**src/rtl/pxu_pkg.sv**
```systemverilog
package pxu_pkg;
   typedef enum logic [3:0] {
      FMT_NONE,
      FMT_IDX8,   // index on P7..P0
      FMT_B555,   // two bytes, 5-5-5
      FMT_B565,   // two bytes, 5-6-5
      FMT_B888,   // three bytes, blue/green/red
      FMT_W555,   // one word, 5-5-5
      FMT_W565,   // one word, 5-6-5
      FMT_W888,   // two words, green:blue then red
      FMT_NIB,    // two nibbles form an index
      FMT_MIX     // P15 chooses index or 5-5-5
   } pxu_fmt_e;

   function automatic logic [1:0] fmt_words(pxu_fmt_e f);
      case (f)
         FMT_B555, FMT_B565, FMT_W888, FMT_NIB: fmt_words = 2'd2;
         FMT_B888:                              fmt_words = 2'd3;
         default:                               fmt_words = 2'd1;
      endcase
   endfunction
endpackage

```
**src/rtl/pxu_fmt_decode.sv**
```systemverilog
module pxu_fmt_decode
   import pxu_pkg::*;
#(
   parameter int CMD_W  = 3,
   parameter int MODE_W = 8
) (
   input  logic              ext_en,
   input  logic [CMD_W-1:0]  legacy_cmd,
   input  logic [MODE_W-1:0] prim_mode,
   input  logic [MODE_W-1:0] sec_mode,
   input  logic              mode_sel,
   output pxu_fmt_e          fmt
);
   logic [MODE_W-1:0] ext_code;
   pxu_fmt_e          fmt_leg;
   pxu_fmt_e          fmt_ext;

   assign ext_code = mode_sel ? sec_mode : prim_mode;

   always_comb begin
      case (legacy_cmd)
         3'b000:  fmt_leg = FMT_IDX8;
         3'b101:  fmt_leg = FMT_B555;
         3'b110:  fmt_leg = FMT_B565;
         3'b111:  fmt_leg = FMT_B888;
         default: fmt_leg = FMT_NONE;
      endcase
   end

   always_comb begin
      case (ext_code)
         8'h00:   fmt_ext = FMT_IDX8;
         8'h01:   fmt_ext = FMT_MIX;
         8'h02:   fmt_ext = FMT_W555;
         8'h03:   fmt_ext = FMT_W565;
         8'h04:   fmt_ext = FMT_W888;
         8'h06:   fmt_ext = FMT_B565;
         8'h07:   fmt_ext = FMT_NIB;
         8'h08:   fmt_ext = FMT_B555;
         default: fmt_ext = FMT_NONE;
      endcase
   end

   assign fmt = ext_en ? fmt_ext : fmt_leg;
endmodule

```
**src/rtl/pxu_word_seq.sv**
```systemverilog
module pxu_word_seq
   import pxu_pkg::*;
#(
   parameter int MAX_WORDS = 3,
   localparam int CNT_W    = $clog2(MAX_WORDS)
) (
   input  logic             clk,
   input  logic             rst_n,
   input  logic             blank_n,
   input  pxu_fmt_e         fmt_now,
   output pxu_fmt_e         fmt_use,
   output logic [CNT_W-1:0] cnt,
   output logic             last
);
   logic [CNT_W-1:0] cnt_q;
   pxu_fmt_e         fmt_q;
   logic [1:0]       n_words;

   assign fmt_use = (cnt_q == '0) ? fmt_now : fmt_q;
   assign n_words = fmt_words(fmt_use);
   assign last    = blank_n && (fmt_use != FMT_NONE) &&
                    (cnt_q == CNT_W'(n_words - 2'd1));
   assign cnt     = cnt_q;

   always_ff @(posedge clk or negedge rst_n) begin
      if (!rst_n) begin
         cnt_q <= '0;
         fmt_q <= FMT_NONE;
      end else begin
         if (!blank_n || fmt_use == FMT_NONE || last)
            cnt_q <= '0;
         else
            cnt_q <= cnt_q + 1'b1;
         if (blank_n && cnt_q == '0)
            fmt_q <= fmt_now;
      end
   end
endmodule

```
**src/rtl/pxu_assemble.sv**
```systemverilog
module pxu_assemble
   import pxu_pkg::*;
#(
   parameter int WORD_W    = 16,
   parameter int CH_W      = 8,
   parameter int MAX_WORDS = 3,
   localparam int CNT_W    = $clog2(MAX_WORDS),
   localparam int HOLD_N   = MAX_WORDS - 1,
   localparam int RGB_W    = 3 * CH_W
) (
   input  logic              clk,
   input  logic              rst_n,
   input  logic              blank_n,
   input  logic [WORD_W-1:0] word,
   input  logic [CNT_W-1:0]  cnt,
   input  pxu_fmt_e          fmt_use,
   input  logic              last,
   output logic              px_valid,
   output logic              px_direct,
   output logic [RGB_W-1:0]  px_rgb,
   output logic [CH_W-1:0]   px_index,
   output logic              px_blank_n
);
   genvar k;
   generate
      for (k = 0; k < HOLD_N; k++) begin : g_slot
         logic [WORD_W-1:0] slot_q;
         always_ff @(posedge clk or negedge rst_n) begin
            if (!rst_n)
               slot_q <= '0;
            else if (blank_n && cnt == CNT_W'(k))
               slot_q <= word;
         end
      end
   endgenerate

   logic [WORD_W-1:0] h0, h1;
   assign h0 = g_slot[0].slot_q;
   assign h1 = g_slot[1].slot_q;

   logic [CH_W-1:0] r_c, g_c, b_c, idx_c;
   logic            dir_c;

   always_comb begin
      r_c = '0; g_c = '0; b_c = '0; idx_c = '0; dir_c = 1'b0;
      case (fmt_use)
         FMT_IDX8: idx_c = word[7:0];
         FMT_B555: begin
            r_c = {word[6:2], 3'b000};
            g_c = {word[1:0], h0[7:5], 3'b000};
            b_c = {h0[4:0], 3'b000};
            dir_c = 1'b1;
         end
         FMT_B565: begin
            r_c = {word[7:3], 3'b000};
            g_c = {word[2:0], h0[7:5], 2'b00};
            b_c = {h0[4:0], 3'b000};
            dir_c = 1'b1;
         end
         FMT_B888: begin
            r_c = word[7:0]; g_c = h1[7:0]; b_c = h0[7:0];
            dir_c = 1'b1;
         end
         FMT_W555, FMT_MIX: begin
            if (fmt_use == FMT_W555 || word[15]) begin
               r_c = {word[14:10], 3'b000};
               g_c = {word[9:5], 3'b000};
               b_c = {word[4:0], 3'b000};
               dir_c = 1'b1;
            end else begin
               idx_c = word[7:0];
            end
         end
         FMT_W565: begin
            r_c = {word[15:11], 3'b000};
            g_c = {word[10:5], 2'b00};
            b_c = {word[4:0], 3'b000};
            dir_c = 1'b1;
         end
         FMT_W888: begin
            r_c = word[7:0]; g_c = h0[15:8]; b_c = h0[7:0];
            dir_c = 1'b1;
         end
         FMT_NIB: idx_c = {word[3:0], h0[3:0]};
         default: ;
      endcase
   end

   always_ff @(posedge clk or negedge rst_n) begin
      if (!rst_n) begin
         px_valid   <= 1'b0;
         px_direct  <= 1'b0;
         px_rgb     <= '0;
         px_index   <= '0;
         px_blank_n <= 1'b0;
      end else begin
         px_valid   <= last;
         px_blank_n <= blank_n;
         if (last) begin
            px_direct <= dir_c;
            if (dir_c) px_rgb   <= {r_c, g_c, b_c};
            else       px_index <= idx_c;
         end
      end
   end
endmodule

```
**src/rtl/pixel_word_unpacker.sv**
```systemverilog
module pixel_word_unpacker
   import pxu_pkg::*;
#(
   parameter int WORD_W    = 16,
   parameter int CH_W      = 8,
   parameter int CMD_W     = 3,
   parameter int MODE_W    = 8,
   parameter int MAX_WORDS = 3,
   localparam int CNT_W    = $clog2(MAX_WORDS),
   localparam int RGB_W    = 3 * CH_W
) (
   input  logic              clk,
   input  logic              rst_n,
   input  logic [WORD_W-1:0] pix_word,
   input  logic              blank_n,
   input  logic              mode_sel,
   input  logic              ext_en,
   input  logic [CMD_W-1:0]  legacy_cmd,
   input  logic [MODE_W-1:0] prim_mode,
   input  logic [MODE_W-1:0] sec_mode,
   output logic              px_valid,
   output logic              px_direct,
   output logic [RGB_W-1:0]  px_rgb,
   output logic [CH_W-1:0]   px_index,
   output logic              px_blank_n
);
   initial begin
      assert (WORD_W == 16) else $error("bus layouts assume a 16-bit word");
      assert (CH_W == 8)    else $error("layouts assume 8-bit channels");
      assert (CMD_W == 3)   else $error("legacy code is 3 bits");
      assert (MODE_W == 8)  else $error("extended code is 8 bits");
      assert (MAX_WORDS >= 3) else $error("three-byte format needs 3 words");
   end

   pxu_fmt_e         fmt_now, fmt_use;
   logic [CNT_W-1:0] cnt;
   logic             last;

   pxu_fmt_decode #(.CMD_W(CMD_W), .MODE_W(MODE_W)) u_dec (
      .ext_en(ext_en), .legacy_cmd(legacy_cmd), .prim_mode(prim_mode),
      .sec_mode(sec_mode), .mode_sel(mode_sel), .fmt(fmt_now)
   );

   pxu_word_seq #(.MAX_WORDS(MAX_WORDS)) u_seq (
      .clk(clk), .rst_n(rst_n), .blank_n(blank_n), .fmt_now(fmt_now),
      .fmt_use(fmt_use), .cnt(cnt), .last(last)
   );

   pxu_assemble #(.WORD_W(WORD_W), .CH_W(CH_W), .MAX_WORDS(MAX_WORDS)) u_asm (
      .clk(clk), .rst_n(rst_n), .blank_n(blank_n), .word(pix_word),
      .cnt(cnt), .fmt_use(fmt_use), .last(last),
      .px_valid(px_valid), .px_direct(px_direct), .px_rgb(px_rgb),
      .px_index(px_index), .px_blank_n(px_blank_n)
   );
endmodule

```
**config.mk**
```make
export PLATFORM = sky130hd
export DESIGN_NAME = pixel_word_unpacker
export DESIGN_NICKNAME = d
export VERILOG_FILES = /design/src/rtl/pxu_pkg.sv /design/src/rtl/pxu_fmt_decode.sv /design/src/rtl/pxu_word_seq.sv /design/src/rtl/pxu_assemble.sv /design/src/rtl/pixel_word_unpacker.sv
export SDC_FILE = /design/constraint.sdc
export NUM_CORES = 1
export LEC_CHECK = 0
export BUFFER_PORTS_ARGS = -buffer_cell sky130_fd_sc_hd__buf_2
export CORE_ASPECT_RATIO = 0.9
export CORE_MARGIN = 3
export CORE_UTILIZATION = 55
export DETAILED_ROUTE_END_ITERATION = 6
export HOLD_SLACK_MARGIN = 0.02
export PLACE_DENSITY_LB_ADDON = 0.1
export SLEW_MARGIN = 30
export SYNTH_ARGS = -nofsm -noshare
export SYNTH_HDL_FRONTEND = slang
export SYNTH_SLANG_ARGS = --single-unit
```
**constraint.sdc**
```tcl
create_clock -name clk -period 4.07 [get_ports clk]
set_input_delay 0.407 -clock clk [delete_from_list [all_inputs] [get_ports clk]]
set_output_delay 0.407 -clock clk [all_outputs]
set_load 0.1 [all_outputs]
```
* Word level (Yosys, flattened, before mapping) *
Memory sizes are Yosys's and may differ from the RTL's.
Index checks and enable logic that the tools add are counted.

cells by class
  bitwise gates (word level) = 1
  add/sub/neg operators = 2
  reduce and logical (&&, ||, !) cells = 20
  eq/ne operators = 14
  multiplexer cells = 17

operators with widths
  cell                   number
  $pmux W8 S6            1
  $mux W8                5
  $pmux W8 S5            1
  $pmux W8 S4            1
  $pmux W8 S3            1
  $eq A4 B3 Y1 const B   4
  $mux W4                3
  $pmux W3 S4            1
  $eq A3 B3 Y1 const B   3
  $eq A4 B2 Y1 const B   2
  $eq A4 B4 Y1 const B   2
  $logic_not A4 Y1       2
  $reduce_or A2 Y1       3
  $reduce_or A5 Y1       1
  $eq A4 B1 Y1 const B   1
  $logic_and A1 B1 Y1    4
  $pmux W2 S2            1
  $reduce_and A2 Y1      2
  $reduce_bool A4 Y1     1
  $reduce_or A4 Y1       1
  $logic_not A3 Y1       1
  $logic_or A1 B1 Y1     3
  $add A2 B1 Y2 const B  1
  $eq A2 B1 Y1 const B   1
  other kinds (8)        8

storage, ports and cells
  word-level logic and storage cells = 64
  output and inout port bits = 35
  flip-flop bits (word level) = 65
  ROM bits = 64
  memories kept = 1
  input port bits = 40

memory list
  memory            words  width  read ports  clocked after Yosys merged registers in  wr ports  line                  text
  (name not given)  16     4      1           0                                        0         pxu_fmt_decode.sv:31  case (ext_code)

* Longest topological paths before layout *
Gate-level depths: netlist (run 1).

  word-level depth = 13
  depth in mapped cells = 14
  gate-level depth less buffers = 11

* Hierarchy *
From an unflattened synthesis (run 1), not the netlist that was laid out.

unflattened totals
  cells, all modules = 365
  area total of the unflattened synthesis = 3819.9 um^2

modules (own cells, without submodules)
  module          cells an instance  sequential area each (um^2)  instances  area an instance (um^2)
  pxu_assemble    289                1476.4                       1          3060.4
  pxu_word_seq    48                 150.1                        1          523.0
  pxu_fmt_decode  28                 0.0                          1          236.5

* Worst setup path after synthesis (run 1) *
OpenSTA, ideal clock, no wires.

  path kind = input to register
  from = in mode_sel
  to = reg u_asm.px_rgb[12]
  stages on the path = 12
  arrival = 3.401 ns
  setup slack = 0.543 ns
  path buffers = 3
  cells stage by stage = buf_6 -> or4_4 -> o22a_4 -> a2111oi_4 -> o22ai_2 -> nor3b_4 -> or3_4 -> o31ai_4 -> and3b_1 -> buf_4 -> buf_6 -> mux2_2

on the way
  cells in the longest elaborated chain, start to end = 12
  elaborated cells between the ends (all ways) = 29

RTL lines
  element                                                    line                       text
  start: declaration                                         pixel_word_unpacker.sv:16  input logic mode_sel,
  $mux W8 *                                                  pxu_fmt_decode.sv:18       assign ext_code = mode_sel ? sec_mode : prim_mode;
  $mem_v2 Z16 W4 / $logic_not A4 Y1 (equally long branches)  n/a
  $mux W4 *                                                  pxu_fmt_decode.sv:31
  $mux W4 *                                                  pxu_fmt_decode.sv:44       assign fmt = ext_en ? fmt_ext : fmt_leg;
  $mux W4 *                                                  pxu_word_seq.sv:19         assign fmt_use = (cnt_q == '0) ? fmt_now : fmt_q;
  $eq A4 B4 Y1 (tied with other cells)                       pxu_pkg.sv:16              case (f)
  $reduce_or A4 Y1                                           pxu_pkg.sv:16
  $pmux W2 S2                                                pxu_pkg.sv:16
  $sub A2 B1 Y2                                              pxu_word_seq.sv:22         (cnt_q == CNT_W'(n_words - 2'd1));
  $eq A2 B2 Y1                                               pxu_word_seq.sv:22
  $logic_and A1 B1 Y1                                        pxu_word_seq.sv:21         assign last = blank_n && (fmt_use != FMT_NONE) &&
  $reduce_and A2 Y1 (no line)                                n/a
  end signal: assignment                                     pxu_assemble.sv:101        if (dir_c) px_rgb <= {r_c, g_c, b_c};
  end: declaration                                           pxu_assemble.sv:20         output logic [RGB_W-1:0] px_rgb,

Mark *: on every way between the ends. The rest lies on a longest branch, timed or not.
A chain may end at the register's enable or synchronous reset.

* Final worst setup path (run 1) *
  from = in mode_sel
  to = reg u_asm.px_index[5]

on the way
  cells in the longest elaborated chain, start to end = 12
  elaborated cells between the ends (all ways) = 31

RTL lines
  element                                                    line                               text
  $mux W8 *                                                  pxu_fmt_decode.sv:18
  $mem_v2 Z16 W4 / $logic_not A4 Y1 (equally long branches)  n/a
  $mux W4 *                                                  pxu_fmt_decode.sv:31
  $mux W4 *                                                  pxu_fmt_decode.sv:44
  $mux W4 *                                                  pxu_word_seq.sv:19
  $eq A4 B4 Y1 (tied with other cells)                       pxu_pkg.sv:16, pxu_assemble.sv:46
  $reduce_or A4 Y1                                           pxu_pkg.sv:16
  $pmux W2 S2                                                pxu_pkg.sv:16
  $sub A2 B1 Y2                                              pxu_word_seq.sv:22
  $eq A2 B2 Y1                                               pxu_word_seq.sv:22
  $logic_and A1 B1 Y1                                        pxu_word_seq.sv:21
  $reduce_and A2 Y1 (no line)                                n/a
  end signal: assignment                                     pxu_assemble.sv:102                else px_index <= idx_c;
  end: declaration                                           pxu_assemble.sv:21                 output logic [CH_W-1:0] px_index,

Marked as above.

==> results of run 1 <==
## registers in the layout, summed over array words and instances (netlist names)
name	flops
u_asm.px_index	8
u_asm.px_direct	1
u_seq.fmt_q	4
u_asm.g_slot.slot_q	24
u_asm.px_valid	1
u_asm.px_rgb	24
u_seq.cnt	2
u_asm.px_blank_n	1
## synth_stat cells, drive strengths merged, types with 3 or more instances
master	number	share of area
nor3	6	0.0084
nand2	53	0.056
or2	3	0.0053
mux2i	14	0.039
o22ai	3	0.0070
nor3b	3	0.013
o21ai	4	0.0056
nor2	12	0.013
mux2	51	0.16
nor2b	5	0.0088
inv	15	0.016
buf	6	0.013
a21oi	8	0.011
a22oi	9	0.019
clkbuf	10	0.011
nand2b	3	0.0053
a2111oi	3	0.014
a222oi	15	0.042
dfrtp	65	0.46
nand3	4	0.0056
a22o	7	0.017
## worst max-delay path: stages
cell and delay, ns:
buf_2 0.21, mux2_2 0.41, or3_1 0.39, a2111oi_2 0.46
o21ai_1 0.25, nor3b_4 0.50, nand3_1 0.21, o31ai_4 0.12
nor3b_4 0.47, mux2_2 0.39
## power breakdown
part | internal [mW] | switching (mW) | total (mW)
Combinational | 0.252 | 0.959 | 1.21
Clock | 0.351 | 0.244 | 0.595
Sequential | 0.806 | 0.0826 | 0.888
## kinds of logic (layout without fill, tap and decap cells)
logic type	count (synthesis)	after routing	share of synthesized area
muxes	65	65	0.200
and+or+nand+nor	100	100	0.138
DFF	65	65	0.456
AOI/OAI and AO/OA	61	61	0.152
buffers and inverters	31	114	0.0390
adders and majority gates	2	2	0.00702
xor gates and xnor gates	3	3	0.00737
## layer usage
metal / share of wire / global-route usage
met5: 0 / 0
met3: 0.076 / 0.0643
met4: 0.0098 / 0.0557
met1: 0.45 / 0.305
met2: 0.47 / 0.389
## final cells by class
class                   count  area [um^2]  share of cell area
multi-input cells         231         1800               0.422
flip-flops and latches     65         1630               0.381
well taps                  87          109              0.0255
inverters                  15         56.3              0.0132
repair buffers             83          450               0.106
clock inverters             3         46.3              0.0108
clock buffers              13          179              0.0419
## layout by cell type, fill, tap and decap left out, types with 3 or more instances in the layout
cell       n
nand2b_1   3
nor3_1     6
dfrtp_1   65
nand2_1   52
mux2_1     4
buf_4      8
o21ai_0    3
a21oi_1    8
mux2i_1   14
clkbuf_8  13
nor2_1    12
nor2b_1    5
a222oi_1  15
or2_2      3
inv_1     15
a22o_1     7
mux2_2    47
buf_2     74
a22oi_1    9
nand3_1    4
## through the flow
step / total power, mW / hold WS, ns
floorplan: 1.89 / 0.111
global placement: 2.09 / 0.420
detailed placement: 2.11 / 0.428
CTS: 2.71 / 0.0563
global route: 2.81 / 0.0820
finish: 2.69 / 0.0401
## worst paths after layout
kind | slack, ns | startpoint | endpoint | cells past startpoint
worst max-delay path | 0.48 | mode_sel | u_asm.px_index[5]$_DFFE_PN0P_ | 10
worst min register to register | 0.48 | u_asm.px_rgb[23]$_DFFE_PN0P_ | u_asm.px_rgb[23]$_DFFE_PN0P_ | 1
worst min-delay path | 0.04 | rst_n | u_seq.fmt_q[3]$_DFFE_PN0P_ | 1
max in group asynchronous | 3.09 | rst_n | u_asm.px_index[6]$_DFFE_PN0P_ | 2
min in group clk | 0.26 | blank_n | u_asm.px_blank_n$_DFF_PN0_ | 1
worst max register to register | 0.53 | u_seq.cnt[0]$_DFF_PN0_ | u_asm.px_index[5]$_DFFE_PN0P_ | 11
==> flow_summary.yaml, run 1 <==
synth:
  synth_enable_flop_cells: 0
  synthArstFlopShare: 1.00
  netlist_area_mm2: 0.00356
  synth.distinct_cells: 52
  syn-num-nets: 369
  ys_seq_area_frac: 0.456
  avgSynthCellArea_um2: 10.9
  syn-instance-count: 327
  ys.flop_type: "dfrtp_1"
  synth-seq-cells: 65
  yosys_warnings: 0
placement:
  port_buffers: 74
  gp_congestion: 0.839
  dp.final_hpwl_mm: 6.22
  dp_cells: 481
  postPlaceCellArea_mm2: 0.00404
  pre_cts_ws_ns: 0.172
timing:
  fin_crit_ns: 3.59
  finalMaxSlewViolations: 0
  finalCritPeriodShare: 0.883
  setup_viol: 0
  grt_setup_unrepaired: "false"
  slew_headroom: 0.479
  final_hold_viol_count: 0
  fin_ws_ns: 0.476
  fmax_mhz: 278
  skew_ns: 0.0127
  tightestPinTransition_ns: 0.775
  tns_ns: 0
route:
  vias_per_cell: 5.82
  drt_iter0_markers: 208
  ant_nets: 0
  drc: 15
  totalWireLength_mm: 8.44
  dr.pass1.iters: 7
  wl_per_cell_um: 17.0
  num_vias: 2891
clock_tree:
  hold_buffers: 0
  cts-buffers-inserted: 9
  numClockSinks: 65
  cts_tree: "built"
  clk_latency_ns: 0.34
  cts-resized-gates: 0
  cts-root-buf: "clkbuf_8"
  post_cts_buffers: 0
  htreeDepth: 3
  cts.clk_slew.worst_paths_ns: 0.07
  clk_path_buf_depth: 2
status:
  violations: "DRC"
  status: "finished, violations left"
power_and_ir_drop:
  p_leak_nw: 2.09
  ir_worst_vdd_v: 0.000365
  powerDensity_mw_per_mm2: 631
floorplan:
  die_x_um: 90.9
  row_count: 27
  die_y_um: 82.4
  start_util: 0.573
  dieArea_mm2: 0.00748
  ios: 75
  core_area_mm2: 0.00622
cells_and_area:
  design_area_mm2: 0.00427
  drive_gt1_frac: 0.393
  layout.nets: 447
  diodes: 0
  instances_no_fill: 497
  fillers: 525
  finish.utilization: 0.687
  area_growth_pct: 19.8
setup_path:
  crit_path_end_kind: "register"
  crit_path_start_kind: "primary input"
  worstPathRequired_ns: 4.29
  critPathKind: "in2reg"
  critPathMaxFanout: 11
  cp_data_arrival_time_ns: 3.81
global_route:
  grt_max_degree: 43
  grt-ovfl-total: 0
  antenna_found_initial: 0
  grt_pass1_vias: 2815
  grt_pass1_wl_mm: 13.6
  groute.usage.overall: 0.232
min_path:
  min_path_type: "in2async"
run:
  drv_cap: 0
Power figures use the tool's default switching activity.
==> run 2: changes to the inputs <==
--- a/config.mk
+++ b/config.mk
@@ -5,14 +5,15 @@
 export SDC_FILE = /design/constraint.sdc
 export NUM_CORES = 1
 export LEC_CHECK = 0
+export ABC_AREA = 1
 export BUFFER_PORTS_ARGS = -buffer_cell sky130_fd_sc_hd__buf_2
 export CORE_ASPECT_RATIO = 0.9
 export CORE_MARGIN = 3
-export CORE_UTILIZATION = 55
+export CORE_UTILIZATION = 54
 export DETAILED_ROUTE_END_ITERATION = 6
 export HOLD_SLACK_MARGIN = 0.02
 export PLACE_DENSITY_LB_ADDON = 0.1
-export SLEW_MARGIN = 30
+export SLEW_MARGIN = 15
 export SYNTH_ARGS = -nofsm -noshare
 export SYNTH_HDL_FRONTEND = slang
 export SYNTH_SLANG_ARGS = --single-unit
==> run 2 against run 1 <==
  * The flow now finishes without violations
  * Register-to-register slack improved by 0.33 ns
  * First-iteration DRC count up 17%
  * Count of clock-buffer cells in the layout down 4
  * Total power increased by 36%
  * Largest cell class unchanged
  * Largest power group unchanged
==> flow_summary.yaml, run 2 <==
placement:
  dp.final_hpwl_mm: 7.78
  gp_congestion: 0.927
  port_buffers: 74
global_route:
  antenna_found_initial: 0
  grt_pass1_wl_mm: 16.2
  groute.usage.overall: 0.255
  grt_max_degree: 36
  grt-ovfl-total: 0
  grt_pass1_vias: 3357
timing:
  setup_viol: 0
  tns_ns: 0
  fin_crit_ns: 3.21
  finalMaxSlewViolations: 0
  tightestPinTransition_ns: 0.986
  skew_ns: 0.00848
  grt_setup_unrepaired: "false"
  fmax_mhz: 311
  slew_headroom: 0.341
  finalCritPeriodShare: 0.790
  final_hold_viol_count: 0
clock_tree:
  cts-resized-gates: 0
  cts-root-buf: "clkbuf_8"
  cts-buffers-inserted: 9
  hold_buffers: 0
  clk_latency_ns: 0.35
  cts_tree: "built"
  post_cts_buffers: 0
  htreeDepth: 3
  numClockSinks: 65
  cts.clk_slew.worst_paths_ns: 0.08
  clk_path_buf_depth: 2
route:
  drc: 0
  wl_per_cell_um: 14.4
  dr.pass1.iters: 5
  num_vias: 3728
  ant_nets: 0
  drt_iter0_markers: 244
  totalWireLength_mm: 10.1
  vias_per_cell: 5.33
cells_and_area:
  drive_gt1_frac: 0.198
  layout.cells.most_common: "nand2_1"
  final_cell_mix: "nand2_1 (192), buf_2 (74), dfrtp_1 (65)"
  top_regs: "u_asm.g_slot.slot_q: 24 flops, u_asm.px_rgb: 24 flops, u_asm.px_index: 8 flops"
  diodes: 0
  area_growth_pct: 14.8
  finish.utilization: 0.659
  layout.nets: 647
synth:
  syn-instance-count: 538
  synth.distinct_cells: 34
  avgSynthCellArea_um2: 7.25
  synth.most_common_cell: "nand2_1"
  yosys.area.top_type: "dfrtp_1"
  synth-seq-cells: 65
  syn-num-nets: 580
  synth_area_leaders: "dfrtp_1 (42%), nand2_1 (18%), nand3_1 (8.1%)"
  ys.flop_type: "dfrtp_1"
  synthArstFlopShare: 1.00
  netlist.area_leader.share: 0.417
  ys_top_cells_by_count: "nand2_1 (192), dfrtp_1 (65), nand3_1 (63)"
  synth_enable_flop_cells: 0
  ys_seq_area_frac: 0.417
  yosys_warnings: 0
  netlist_area_mm2: 0.00390
floorplan:
  die_x_um: 95.6
  start_util: 0.574
  ios: 75
  die_y_um: 86.6
  core_area_mm2: 0.00680
  dieArea_mm2: 0.00828
  row_count: 28
power_and_ir_drop:
  powerDensity_mw_per_mm2: 821
  p_leak_nw: 2.49
  ir_worst_vdd_v: 0.000303
min_path:
  min_path_type: "in2async"
setup_path:
  worstPathRequired_ns: 4.30
  cp_data_arrival_time_ns: 3.45
  critPathMaxFanout: 25
  critPathKind: "reg2reg"
  crit_path_start_kind: "register"
  crit_path_end_kind: "register"
  r2r_slack_ns: 0.86
  r2r-start: "u_seq.cnt[0]$_DFF_PN0_"
  cp-startpoint: "u_seq.cnt[0]$_DFF_PN0_"
  rr_endpoint: "u_asm.px_rgb[5]$_DFFE_PN0P_"
  r2r_cells: 13
status:
  status: "finished, final reports clean"
run:
  drv_cap: 0
## run 2: kinds of logic (layout without fill, tap and decap cells)
family	after synthesis	after routing	share of synthesized area
compound gates	75	75	0.115
xor+xnor	1	1	0.00225
fa+ha+maj	2	2	0.00641
buf+inv	81	153	0.0965
flops	65	65	0.417
simple gates	314	314	0.362
## run 2: layer usage
metal	vias to the layer above	part of all wire	track usage
met2	139	0.46	0.389
met3	10	0.068	0.0547
li1	1866	-	-
met5	-	0	0
met4	0	0.0098	0.0788
met1	1713	0.47	0.363
## run 2: cell type report
type	instances	area [um^2]
Tap cell	90	113
Fill cell	634	2320
Clock inverter	7	100
Clock buffer	9	124
Sequential cell	65	1630
Timing Repair Buffer	76	385
Inverter	61	231
Multi-Input combinational cell	392	1900
## run 2: worst max path at each step
stage	slack, ns	end
final	0.86	u_asm.px_rgb[5]$_DFFE_PN0P_
after global placement	0.98	u_asm.px_rgb[15]$_DFFE_PN0P_
after floorplan	1.73	u_asm.px_rgb[10]$_DFFE_PN0P_
after global routing	0.51	u_asm.px_rgb[19]$_DFFE_PN0P_
after detailed placement	0.88	u_asm.px_rgb[16]$_DFFE_PN0P_
after CTS	0.87	u_asm.px_rgb[16]$_DFFE_PN0P_
## run 2: metrics by stage
step | std cells | total power, mW | setup WS, ns | hold WS [ns] | area [um^2]
after floorplan | 538 | 2.74 | 1.73 | 0.111 | 3900
after global placement | 684 | 3.02 | 0.977 | 0.459 | 4250
after detailed placement | 684 | 3.06 | 0.879 | 0.461 | 4250
after CTS | 700 | 3.68 | 0.871 | 0.117 | 4480
after global routing | 700 | 3.90 | 0.507 | 0.140 | 4480
final | 700 | 3.68 | 0.855 | 0.0942 | 4480
## run 2: critical path: stages (launching register included)
cell	delay (ns)
dfrtp_1	0.44
inv_1	0.12
ha_1	0.31
inv_1	0.18
o21ai_4	0.41
inv_1	0.11
nor2_1	0.30
nand2_1	0.12
nand2_1	0.07
nand2_1	0.08
nand2_2	0.36
nand4_4	0.36
nand2_1	0.16
nand2_1	0.07
## run 2: power by group
part / total (mW) / switching, mW / internal [mW]
Clock: 0.620 / 0.269 / 0.351
Sequential: 0.992 / 0.133 / 0.860
Combinational: 2.06 / 1.67 / 0.391
Total: 3.68 / 2.07 / 1.60
==> run 3: changes to the inputs <==
--- a/config.mk
+++ b/config.mk
@@ -5,7 +5,7 @@
 export SDC_FILE = /design/constraint.sdc
 export NUM_CORES = 1
 export LEC_CHECK = 0
-export ABC_AREA = 1
+export ABC_AREA = 0
 export BUFFER_PORTS_ARGS = -buffer_cell sky130_fd_sc_hd__buf_2
 export CORE_ASPECT_RATIO = 0.9
 export CORE_MARGIN = 3
==> constraint.sdc (replaced) <==
create_clock -name clk -period 3.1 [get_ports clk]
set_input_delay 0.31 -clock clk [delete_from_list [all_inputs] [get_ports clk]]
set_output_delay 0.31 -clock clk [all_outputs]
set_load 0.1 [all_outputs]
==> run 3 against run 2 <==
  * Count of clock-buffer cells in the layout stayed put
  * Combinational power down 19%
  * Worst setup slack worse by 0.78 ns
  * Via count shrank 18%
  * Total power is 2.8% lower
  * Non-clock buffer count grew 40
  * Die area fell by 8.1%
  * Core utilization is 7.6 points higher
  * Clock skew is 0.0016 ns higher
  * Largest cell class unchanged
  * Largest power group unchanged
==> flow_summary.yaml, run 3 (same netlist as run 1, synthesis figures left out) <==
power_and_ir_drop:
  powerDensity_mw_per_mm2: 778
  power_mw: 3.57
  ir_worst_vdd_v: 0.000593
  p_leak_nw: 2.26
status:
  status: "finished, final reports clean"
timing:
  final_hold_viol_count: 0
  grt_setup_unrepaired: "false"
  holdWs_ns: 0.145
  fmax_mhz: 331
  tightestPinTransition_ns: 0.919
  finalMaxSlewViolations: 0
  setup_viol: 0
  tns_ns: 0
  finalCritPeriodShare: 0.974
  fin_crit_ns: 3.02
  slew_headroom: 0.386
  skew_ns: 0.0100
floorplan:
  start_util: 0.570
  die_x_um: 91.6
  core_area_mm2: 0.00625
  dieArea_mm2: 0.00761
  ios: 75
  die_y_um: 83.1
  row_count: 27
route:
  drc: 0
  ant_nets: 0
  drt_iter0_markers: 414
  num_vias: 3066
  dr.pass1.iters: 7
  totalWireLength_mm: 8.82
  vias_per_cell: 5.78
  wl_per_cell_um: 16.6
setup_path:
  critPathKind: "in2reg"
  crit_path_start_kind: "primary input"
  r2r_cells: 12
  cp_data_arrival_time_ns: 3.27
  critPathMaxFanout: 17
  r2r-start: "u_seq.cnt[1]$_DFF_PN0_"
  crit_path_end_kind: "register"
  r2r_slack_ns: 0.11
  rr_endpoint: "u_asm.px_rgb[9]$_DFFE_PN0P_"
  worstPathRequired_ns: 3.35
global_route:
  grt_pass1_vias: 3003
  groute.usage.overall: 0.244
  grt_pass1_wl_mm: 14.7
  grt-ovfl-total: 0
  grt_max_degree: 31
  antenna_found_initial: 0
min_path:
  hold_path_end: "u_asm.px_blank_n$_DFF_PN0_"
  min_path_type: "in2reg"
  worstHoldStart: "blank_n"
  holdPathStages: 1
cells_and_area:
  fillers: 472
  instances_no_fill: 530
  area_growth_pct: 28.9
  diodes: 0
  multi_input_area_mm2: 0.00189
  layout.cells.most_common: "buf_2"
  final_cell_mix: "buf_2 (74), dfrtp_1 (65), nand2_1 (53)"
  top_regs: "u_asm.g_slot.slot_q: 24 flops, u_asm.px_rgb: 24 flops, u_asm.px_index: 8 flops"
  layout.nets: 480
  drive_gt1_frac: 0.454
  finish.utilization: 0.735
  regArea_mm2: 0.00163
clock_tree:
  cts-buffers-inserted: 9
  clk_latency_ns: 0.36
  cts-root-buf: "clkbuf_8"
  post_cts_buffers: 0
  clk_path_buf_depth: 2
  htreeDepth: 3
  cts_tree: "built"
  numClockSinks: 65
  cts.clk_slew.worst_paths_ns: 0.08
placement:
  dp_cells: 513
  port_buffers: 74
  gp_congestion: 0.886
  dp.final_hpwl_mm: 6.57
run:
  drv_cap: 0
[run 3: timing repair]
| item | CTS | global route |
|---|---|---|
| gates resized for setup | 1 | 4 |
| setup endpoints to repair | 4 | 31 |
| hold endpoints to repair | 28 | 0 |
| hold buffers | 1 | 0 |
[run 3: worst max path at each step]
stage	start	cells after the start	slack [ns]	endpoint
final	prim_mode[6]	11	0.08	u_asm.px_rgb[9]$_DFFE_PN0P_
after global routing	u_seq.cnt[1]$_DFF_PN0_	12	0.01	u_asm.px_index[6]$_DFFE_PN0P_
after CTS	u_seq.cnt[0]$_DFF_PN0_	12	0.07	u_asm.px_rgb[10]$_DFFE_PN0P_
after detailed placement	prim_mode[6]	11	-0.30	u_asm.px_rgb[9]$_DFFE_PN0P_
after global placement	prim_mode[6]	11	-0.24	u_asm.px_rgb[8]$_DFFE_PN0P_
after floorplan	mode_sel	12	-0.25	u_asm.px_rgb[12]$_DFFE_PN0P_
[run 3: worst max-delay path, cell delays in order]
cell and delay [ns]:
buf_2 0.09, or4_4 0.53, o22a_4 0.27, a2111oi_4 0.30
o22ai_2 0.14, nor3b_4 0.18, or3_4 0.38, o31ai_4 0.27
and3b_1 0.24, buf_12 0.18, mux2_2 0.35
[run 3: cell type report]
class | count | area share
clock inverter | 7 | 0.0169
timing repair buffer | 116 | 0.155
multi-input combinational | 231 | 0.411
tap | 87 | 0.0237
sequential | 65 | 0.354
inverter | 15 | 0.0123
clock buffer | 9 | 0.0270
[run 3: stage by stage]
stage / setup WS [ns] / cell area, um^2
after floorplan: -0.253 / 3620
final: 0.0792 / 4590
after CTS: 0.0666 / 4560
after global routing: 0.0132 / 4590
after global placement: -0.243 / 4340
after detailed placement: -0.300 / 4340
[run 3: routing by layer]
metal | GRT usage | wire (um) | vias up
li1 | - | - | 1430
met5 | 0 | 0 | -
met4 | 0.0630 | 96 | 0
met2 | 0.379 | 4170 | 136
met3 | 0.0580 | 715 | 13
met1 | 0.345 | 3830 | 1487
[run 3: power by group]
group / total [mW] / switching, mW / internal [mW]
registers: 1.17 / 0.109 / 1.06
logic: 1.67 / 1.27 / 0.394
clock network: 0.738 / 0.360 / 0.378
